### src/rtl/fcd_pkg.sv
package fcd_pkg;

    localparam int          CMD_W    = 8;
    localparam int          UNLK_W   = 15;
    localparam logic [14:0] UNLK_A1  = 15'h5555;
    localparam logic [14:0] UNLK_A2  = 15'h2AAA;

    localparam logic [7:0]  K_KEY1   = 8'hAA;
    localparam logic [7:0]  K_KEY2   = 8'h55;
    localparam logic [7:0]  K_PROG   = 8'hA0;
    localparam logic [7:0]  K_ERASE  = 8'h80;
    localparam logic [7:0]  K_CHIP   = 8'h10;
    localparam logic [7:0]  K_SECT   = 8'h30;
    localparam logic [7:0]  K_LOCK   = 8'h40;
    localparam logic [7:0]  K_IDIN   = 8'h90;
    localparam logic [7:0]  K_IDOUT  = 8'hF0;

    localparam logic [4:0]  RGN_P1   = 5'h03;
    localparam logic [4:0]  RGN_P2   = 5'h05;
    localparam logic [4:0]  RGN_MAIN = 5'h1F;

    localparam int MB_BOOT = 0;
    localparam int MB_P1   = 1;
    localparam int MB_P2   = 2;
    localparam int MB_MAIN = 3;

    typedef enum logic [2:0] {
        ST_IDLE, ST_KEY1, ST_KEY2, ST_PROG, ST_ERA, ST_ERA_KEY1, ST_ERA_KEY2
    } seq_st_e;

    typedef enum logic [2:0] {
        OP_NONE, OP_CHIP, OP_SECT, OP_PROG, OP_LOCK, OP_IDIN, OP_IDOUT
    } op_e;

    typedef struct packed {
        logic       chip;
        logic       sect;
        logic       prog;
        logic       lock;
        logic       idin;
        logic       idout;
        logic [3:0] mask;
    } fcd_evt_t;

endpackage

### src/rtl/fcd_wr_qual.sv
module fcd_wr_qual (
    input  logic clk,
    input  logic rst_n,
    input  logic ce_n_i,
    input  logic we_n_i,
    input  logic oe_n_i,
    input  logic pwr_ok_i,
    output logic wr_o
);
    typedef struct packed {
        logic prev;
    } qual_regs_t;

    qual_regs_t q_d, q_q;
    logic       active;

    always_comb begin
        active   = pwr_ok_i && !ce_n_i && !we_n_i && oe_n_i;
        q_d.prev = active;
        wr_o     = active && !q_q.prev;
    end

    always_ff @(posedge clk) begin
        if (!rst_n) q_q <= '0;
        else        q_q <= q_d;
    end


    single_accept_chk: assert property (@(posedge clk) disable iff (!rst_n)
        wr_o |=> !wr_o);

endmodule

### src/rtl/fcd_seq.sv
module fcd_seq
    import fcd_pkg::*;
(
    input  logic              clk,
    input  logic              rst_n,
    input  logic              wr_i,
    input  logic [UNLK_W-1:0] addr_lo_i,
    input  logic [CMD_W-1:0]  cmd_i,
    output op_e               op_o
);
    typedef struct packed {
        seq_st_e st;
    } seq_regs_t;

    seq_regs_t s_d, s_q;
    logic      hit1, hit2;

    always_comb begin
        hit1 = (addr_lo_i == UNLK_A1);
        hit2 = (addr_lo_i == UNLK_A2);
        s_d  = s_q;
        op_o = OP_NONE;
        if (wr_i) begin
            s_d.st = ST_IDLE;
            unique case (s_q.st)
                ST_IDLE: begin
                    if (hit1 && cmd_i == K_KEY1) s_d.st = ST_KEY1;
                    else if (cmd_i == K_IDOUT)   op_o   = OP_IDOUT;
                end
                ST_KEY1: if (hit2 && cmd_i == K_KEY2) s_d.st = ST_KEY2;
                ST_KEY2: begin
                    if (hit1) begin
                        unique case (cmd_i)
                            K_PROG:  s_d.st = ST_PROG;
                            K_ERASE: s_d.st = ST_ERA;
                            K_IDIN:  op_o   = OP_IDIN;
                            K_IDOUT: op_o   = OP_IDOUT;
                            default: ;
                        endcase
                    end
                end
                ST_PROG:     op_o = OP_PROG;
                ST_ERA:      if (hit1 && cmd_i == K_KEY1) s_d.st = ST_ERA_KEY1;
                ST_ERA_KEY1: if (hit2 && cmd_i == K_KEY2) s_d.st = ST_ERA_KEY2;
                ST_ERA_KEY2: begin
                    if (cmd_i == K_SECT)              op_o = OP_SECT;
                    else if (hit1 && cmd_i == K_CHIP) op_o = OP_CHIP;
                    else if (hit1 && cmd_i == K_LOCK) op_o = OP_LOCK;
                end
                default: ;
            endcase
        end
    end

    always_ff @(posedge clk) begin
        if (!rst_n) s_q <= '{st: ST_IDLE};
        else        s_q <= s_d;
    end


    hold_when_idle_bus_chk: assert property (@(posedge clk) disable iff (!rst_n)
        !wr_i |=> s_q.st == $past(s_q.st));


    op_returns_idle_chk: assert property (@(posedge clk) disable iff (!rst_n)
        (op_o != OP_NONE) |=> s_q.st == ST_IDLE);

endmodule

### src/rtl/fcd_guard.sv
module fcd_guard
    import fcd_pkg::*;
#(
    parameter int RGN_W     = 5,
    parameter int BOOT_SKIP = 1
) (
    input  logic             clk,
    input  logic             rst_n,
    input  op_e              op_i,
    input  logic [RGN_W-1:0] rgn_i,
    output fcd_evt_t         ev_o,
    output logic             locked_o
);
    typedef struct packed {
        logic locked;
    } guard_regs_t;

    guard_regs_t g_d, g_q;
    logic        in_boot;

    always_comb begin
        in_boot = (rgn_i[RGN_W-1:BOOT_SKIP] == '0);
        g_d     = g_q;
        ev_o    = '0;
        unique case (op_i)
            OP_CHIP: ev_o.chip = 1'b1;
            OP_SECT: begin
                if (rgn_i == RGN_W'(RGN_P1))      ev_o.mask[MB_P1] = 1'b1;
                else if (rgn_i == RGN_W'(RGN_P2)) ev_o.mask[MB_P2] = 1'b1;
                else if (rgn_i == RGN_W'(RGN_MAIN)) begin
                    ev_o.mask[MB_MAIN] = 1'b1;
                    ev_o.mask[MB_BOOT] = !g_q.locked;
                end
                ev_o.sect = |ev_o.mask;
            end
            OP_PROG: ev_o.prog = !(g_q.locked && in_boot);
            OP_LOCK: begin
                ev_o.lock    = 1'b1;
                g_d.locked   = 1'b1;
            end
            OP_IDIN:  ev_o.idin  = 1'b1;
            OP_IDOUT: ev_o.idout = 1'b1;
            default: ;
        endcase
        locked_o = g_q.locked;
    end

    always_ff @(posedge clk) begin
        if (!rst_n) g_q <= '0;
        else        g_q <= g_d;
    end


    lock_sticky_chk: assert property (@(posedge clk) disable iff (!rst_n)
        g_q.locked |=> g_q.locked);

endmodule

### src/rtl/flash_cmd_decoder.sv
module flash_cmd_decoder
    import fcd_pkg::*;
#(
    parameter int ADDR_W     = 17,
    parameter int DATA_W     = 16,
    parameter int REGION_LSB = 12,
    parameter int BOOT_WORDS = 8192
) (
    input  logic              clk,
    input  logic              rst_n,
    input  logic              bus_ce_n,
    input  logic              bus_we_n,
    input  logic              bus_oe_n,
    input  logic              pwr_ok,
    input  logic [ADDR_W-1:0] bus_addr,
    input  logic [DATA_W-1:0] bus_data,
    output logic              chip_erase_o,
    output logic              sector_erase_o,
    output logic [3:0]        erase_mask_o,
    output logic              program_o,
    output logic [ADDR_W-1:0] program_addr_o,
    output logic [DATA_W-1:0] program_data_o,
    output logic              lockout_o,
    output logic              id_enter_o,
    output logic              id_exit_o,
    output logic              boot_locked_o
);
    localparam int RGN_W     = ADDR_W - REGION_LSB;
    localparam int BOOT_LSB  = $clog2(BOOT_WORDS);
    localparam int BOOT_SKIP = BOOT_LSB - REGION_LSB;

    typedef struct packed {
        fcd_evt_t          ev;
        logic [ADDR_W-1:0] pa;
        logic [DATA_W-1:0] pd;
    } out_regs_t;

    out_regs_t r_d, r_q;
    logic      wr;
    op_e       op;
    fcd_evt_t  ev;
    logic      locked;

    fcd_wr_qual u_qual (
        .clk      (clk),
        .rst_n    (rst_n),
        .ce_n_i   (bus_ce_n),
        .we_n_i   (bus_we_n),
        .oe_n_i   (bus_oe_n),
        .pwr_ok_i (pwr_ok),
        .wr_o     (wr)
    );

    fcd_seq u_seq (
        .clk       (clk),
        .rst_n     (rst_n),
        .wr_i      (wr),
        .addr_lo_i (bus_addr[UNLK_W-1:0]),
        .cmd_i     (bus_data[CMD_W-1:0]),
        .op_o      (op)
    );

    fcd_guard #(
        .RGN_W     (RGN_W),
        .BOOT_SKIP (BOOT_SKIP)
    ) u_guard (
        .clk      (clk),
        .rst_n    (rst_n),
        .op_i     (op),
        .rgn_i    (bus_addr[ADDR_W-1:REGION_LSB]),
        .ev_o     (ev),
        .locked_o (locked)
    );

    always_comb begin
        r_d    = r_q;
        r_d.ev = ev;
        if (ev.prog) begin
            r_d.pa = bus_addr;
            r_d.pd = bus_data;
        end
    end

    always_ff @(posedge clk) begin
        if (!rst_n) r_q <= '0;
        else        r_q <= r_d;
    end

    assign chip_erase_o   = r_q.ev.chip;
    assign sector_erase_o = r_q.ev.sect;
    assign erase_mask_o   = r_q.ev.mask;
    assign program_o      = r_q.ev.prog;
    assign program_addr_o = r_q.pa;
    assign program_data_o = r_q.pd;
    assign lockout_o      = r_q.ev.lock;
    assign id_enter_o     = r_q.ev.idin;
    assign id_exit_o      = r_q.ev.idout;
    assign boot_locked_o  = locked;


    one_strobe_chk: assert property (@(posedge clk) disable iff (!rst_n)
        $onehot0({chip_erase_o, sector_erase_o, program_o, lockout_o, id_enter_o, id_exit_o}));


    prog_pulse_chk: assert property (@(posedge clk) disable iff (!rst_n)
        program_o |=> !program_o);


    boot_prog_block_chk: assert property (@(posedge clk) disable iff (!rst_n)
        program_o |-> !(boot_locked_o && program_addr_o[ADDR_W-1:BOOT_LSB] == '0));


    locked_main_only_chk: assert property (@(posedge clk) disable iff (!rst_n)
        (sector_erase_o && boot_locked_o) |-> !erase_mask_o[MB_BOOT]);


    open_main_with_boot_chk: assert property (@(posedge clk) disable iff (!rst_n)
        (sector_erase_o && !boot_locked_o && erase_mask_o[MB_MAIN]) |-> erase_mask_o[MB_BOOT]);


    mask_idle_zero_chk: assert property (@(posedge clk) disable iff (!rst_n)
        !sector_erase_o |-> erase_mask_o == 4'h0);


    lock_rise_with_strobe_chk: assert property (@(posedge clk) disable iff (!rst_n)
        $rose(boot_locked_o) |-> lockout_o);

endmodule

### config.mk
export PLATFORM = sky130hd
export DESIGN_NAME = flash_cmd_decoder
export DESIGN_NICKNAME = d
export VERILOG_FILES = /design/src/rtl/fcd_pkg.sv /design/src/rtl/fcd_wr_qual.sv /design/src/rtl/fcd_seq.sv /design/src/rtl/fcd_guard.sv /design/src/rtl/flash_cmd_decoder.sv
export SDC_FILE = /design/constraint.sdc
export NUM_CORES = 1
export LEC_CHECK = 0
export BUFFER_PORTS_ARGS = -buffer_cell sky130_fd_sc_hd__buf_2
export CAP_MARGIN = 10
export CORE_MARGIN = 2
export CORE_UTILIZATION = 49
export DETAILED_ROUTE_END_ITERATION = 12
export PLACE_DENSITY = 0.81
export SLEW_MARGIN = 15
export SYNTH_ARGS = -nofsm -noshare
export SYNTH_HDL_FRONTEND = slang
export SYNTH_SLANG_ARGS = --single-unit
### constraint.sdc
create_clock -name clk -period 2.33 [get_ports clk]
set_clock_uncertainty 0.05 [all_clocks]
set_input_delay 0.233 -clock clk [delete_from_list [all_inputs] [get_ports clk]]
set_output_delay 0.233 -clock clk [all_outputs]
set_load 0.01 [all_outputs]
==> run summary <==
The worst register-to-register path ends at program_data_o[9]. The number of nets in the synthesized netlist is 300. VDD sags by at most 0.357 mV. The critical path buffer and inverter count came out at 3.

The deepest level of the CTS H-tree is 2. The final-layout worst hold slack is between 0.1 and 0.15 ns. The area growth from synthesis to layout is 27.5%. The count of pins on the block boundary is 83.

The number of distinct library cell variants in the gate-level netlist after synthesis came out at 43. The initial antenna violation count was 0. Tracing the worst setup path back leads to its startpoint at u_seq.s_q[1].

The number of cells after detailed placement came out at approximately 390. The number of warnings reported in the yosys synthesis log is 0. The run finished with clean final reports. The net total in the final layout came out at 385. The worst register-to-register path begins at u_seq.s_q[1]. Among all stages on the critical path, the largest delay is contributed by sky130_fd_sc_hd__or4_4. The sequential fraction of the synthesis area is 0.416. The biggest fanout along the worst timing path is 17. The total area inside the core boundary comes to 4440 µm².

The total negative slack for setup checks is 0 ns. Traced cell by cell, the critical path runs through buf_4, nor4b_2, nand4b_1, or4_4, a211oi_4, buf_4, clkbuf_16, mux2i_1. In this run the tightest slew margin relative to its limit is 0.615. Broken down by cell family, the worst path's largest delay share belongs to simple AND/OR/NAND/NOR gates. Among all flip-flop cells after synthesis, the most frequent one is sky130_fd_sc_hd__dfxtp_1. The area enclosed by the die boundary came out at about 5300 µm². In this run the core area contains 24 standard-cell rows. The max-capacitance violation count is 0.

The net switching power came out at 0.335 mW. The initial utilization of the core area, before any placement, comes to 0.519. The detailed placement HPWL came out at between 3000 and 4000 µm.

The instance count of the mapped netlist is 261. The areal power density over the cells came out at between 400 and 500 nW/µm². The path class of the tightest hold or removal check is primary input to flip-flop. The detail-routed via count per cell is 5.36. TritonCTS built the clock tree.

Of the available clock period, the critical path in the final layout requires 0.971. Counting cells, the worst reg-to-reg path comes to 8. The all-layer global routing usage is 0.196. The highest clock frequency the design can meet came out at 0.442 GHz. The summed instance area of the synthesized netlist is about 2300 µm². The final critical path time including I/O delays and setup came out at 2.26 ns.

The mean area per synthesized cell came out at 8.84 µm². The remaining antenna violation count is 0. Buffers inserted during clock tree synthesis total 5.

After detailed placement, the total cell area comes to 2760 µm². The cell-internal power is 1.11 mW. The number of buffers inserted by port buffering came out at 82.

The placer congestion estimate is 0.873. The overall die height is 72.6 µm. Across all layers, the routed design uses 2140 vias. The clock transition at the register clock pins on the worst setup and hold paths after CTS is 0.08 ns.

The number of optimization iterations in the first detailed-route pass is 4. The DRC marker count from the first detailed-route iteration is 120. The finished layout holds 399 standard cells, fillers aside. The share of layout cells above drive strength 1 is 0.314. The switching power share of the total is 0.231.

The maximum cell stage delay along the critical path is 0.48 ns. The global-route wire length before repair is around 8300 µm. The worst setup path is captured at a flip-flop. For the worst setup path, the data required time is between 2 and 3 ns. The number of hold-slack violations in the final timing report is 0.

The number of logic stages on the critical path including buffering is 8. The critical path is of the flip-flop to flip-flop type. The end of the critical path is program_data_o[9]. Setup slack closes at 0.0677 ns. Measured on the finished design, the core utilization comes to 0.662. At the placement stage, the worst setup path has a slack of 0.0250 ns.

The layout has 390 filler cells. The largest net degree at the start of global routing came out at 50. The count of clock tree sinks came out at 48. The synthesized flop and latch total came out at 48. The aggregate routed wire length is 5380 µm. The average routed wire per standard cell came out at 13.5 µm. The total power is 1.45 mW.

The root buffer cell is sky130_fd_sc_hd__clkbuf_8. The floorplan die width is 72.6 µm. Setup slack on the worst reg-to-reg path comes out at between 0.06 and 0.07 ns. The relative contribution of combinational cells to total power came out at 0.088.

The async set-or-reset flop fraction in the synthesized netlist came out at 0. The worst setup path is launched from a flip-flop. The buffer levels on the longest clock path is 2. The leakage power came out at 1.25 nW. With fillers left out, the area of the finished cells amounts to 2940 µm². The share of total power dissipated in sequential elements is 0.565.

The final routed DRC violation total came out at 0. The number of slew-limit violations in the final report is 0. The part of the total power dissipated in the clock network is 0.346. Clock latency on the worst-skew pair, taken at its later pin, is 0.29 ns. The via count of the first global-routing pass came out at about 2000. The measured slew at the worst slew-check pin is 0.570 ns. The final setup violation count is 0. The number of antenna repair diodes came out at 0. The total congestion overflow after global routing came out at 0.

The critical path data arrival time is 2.44 ns. The post-cts hold buffer count came out at 0. The most numerous cell type found on the critical path is sky130_fd_sc_hd__buf_4. Yosys mapped a number of flops with a built-in enable equal to 0.
[cell usage after synthesis, drive strengths merged, types with 2 or more instances]
cell type	count	share of area
nor4	5	0.014
nand4	8	0.028
nor2b	6	0.016
and2	3	0.0081
and4bb	3	0.016
nor4bb	3	0.013
nor3b	2	0.0065
nand2	78	0.13
nand3	4	0.0087
nand4b	2	0.0076
o31ai	3	0.0098
nand3b	2	0.0065
nor2	9	0.015
inv	3	0.0049
mux2i	33	0.14
nor3	6	0.013
nor4b	3	0.011
buf	7	0.039
o22ai	2	0.0054
o21ai	2	0.0043
clkbuf	12	0.020
dfxtp	48	0.42
[worst reg2reg max path, delay by kind of cell, from the launching register on]
family | cells | cell delay, ns
AND/OR/NAND/NOR | 3 | 0.81
buffers and inverters | 3 | 0.54
flip-flops | 1 | 0.37
AO/OA/AOI/OAI | 1 | 0.24
multiplexers | 1 | 0.20
[layout make-up]
| type | count | area, µm² | area share |
|---|---|---|---|
| inverter | 3 | 11.3 | 0.00383 |
| tap | 52 | 65.1 | 0.0221 |
| clock buffer | 8 | 90.1 | 0.0306 |
| timing repair buffer | 97 | 583 | 0.198 |
| sequential | 48 | 961 | 0.327 |
| multi-input combinational | 191 | 1230 | 0.419 |
[routing by layer]
metal / track usage / routed length, µm
met4: 0.0802 / 92
met2: 0.330 / 2520
met3: 0.0359 / 368
met5: 0 / 0
met1: 0.247 / 2400
[registers in the layout, indices dropped and copies added (netlist names)]
register and count:
chip_erase_o 1, program_o 1, id_exit_o 1, u_guard.locked_o 1, id_enter_o 1, program_addr_o 17, sector_erase_o 1, u_qual.q_q 1
lockout_o 1, erase_mask_o 4, u_seq.s_q 3, program_data_o 16
[cells by family after synthesis]
kind of cell / after synthesis / share of synthesized area
simple gates: 140 / 0.314
flops: 48 / 0.416
mux: 33 / 0.143
buf+inv: 22 / 0.0629
compound gates: 16 / 0.0559
xor+xnor: 2 / 0.00759
[power by group through the flow]
stage          Combinational [mW]  Clock (mW)  Sequential [mW]
2_1_floorplan              0.0623           0            0.839
3_3_place_gp                0.123           0            0.839
3_5_place_dp                0.124           0            0.839
4_1_cts                     0.125       0.518            0.820
5_1_grt                     0.141       0.543            0.820
6_report                    0.128       0.502            0.820
[worst min path at each step]
| stage | from | endpoint | slack, ns | cells after the start |
|---|---|---|---|---|
| 3_5_place_dp | program_addr_o[8] | program_addr_o[8] | 0.39 | 2 |
| 3_3_place_gp | program_data_o[13] | program_data_o[13] | 0.39 | 2 |
| 6_report | bus_data[11] | program_data_o[11] | 0.12 | 3 |
| 2_1_floorplan | bus_addr[0] | program_addr_o[0] | 0.33 | 2 |
| 4_1_cts | bus_data[11] | program_data_o[11] | 0.11 | 3 |
| 5_1_grt | bus_data[8] | program_data_o[8] | 0.12 | 3 |
[timing repair]
| action | 4_1_cts | 5_1_grt |
|---|---|---|
| endpoints found under the hold margin | 0 | 0 |
| gates resized for setup | 0 | 3 |
| setup buffers | 0 | 2 |
| endpoints found under the setup margin | 0 | 38 |
[layout by cell type, fill, tap and decap left out, types with 4 or more instances in the layout]
cell type and count:
sky130_fd_sc_hd__buf_2 82, sky130_fd_sc_hd__nand2_1 78, sky130_fd_sc_hd__dfxtp_1 48, sky130_fd_sc_hd__mux2i_1 33, sky130_fd_sc_hd__buf_4 11, sky130_fd_sc_hd__nor2_1 9, sky130_fd_sc_hd__nand4_1 7, sky130_fd_sc_hd__nor2b_1 6
sky130_fd_sc_hd__clkbuf_8 6, sky130_fd_sc_hd__nor3_1 5, sky130_fd_sc_hd__nor4_1 5, sky130_fd_sc_hd__nand3_1 4
(Power assumes the default switching activity.)
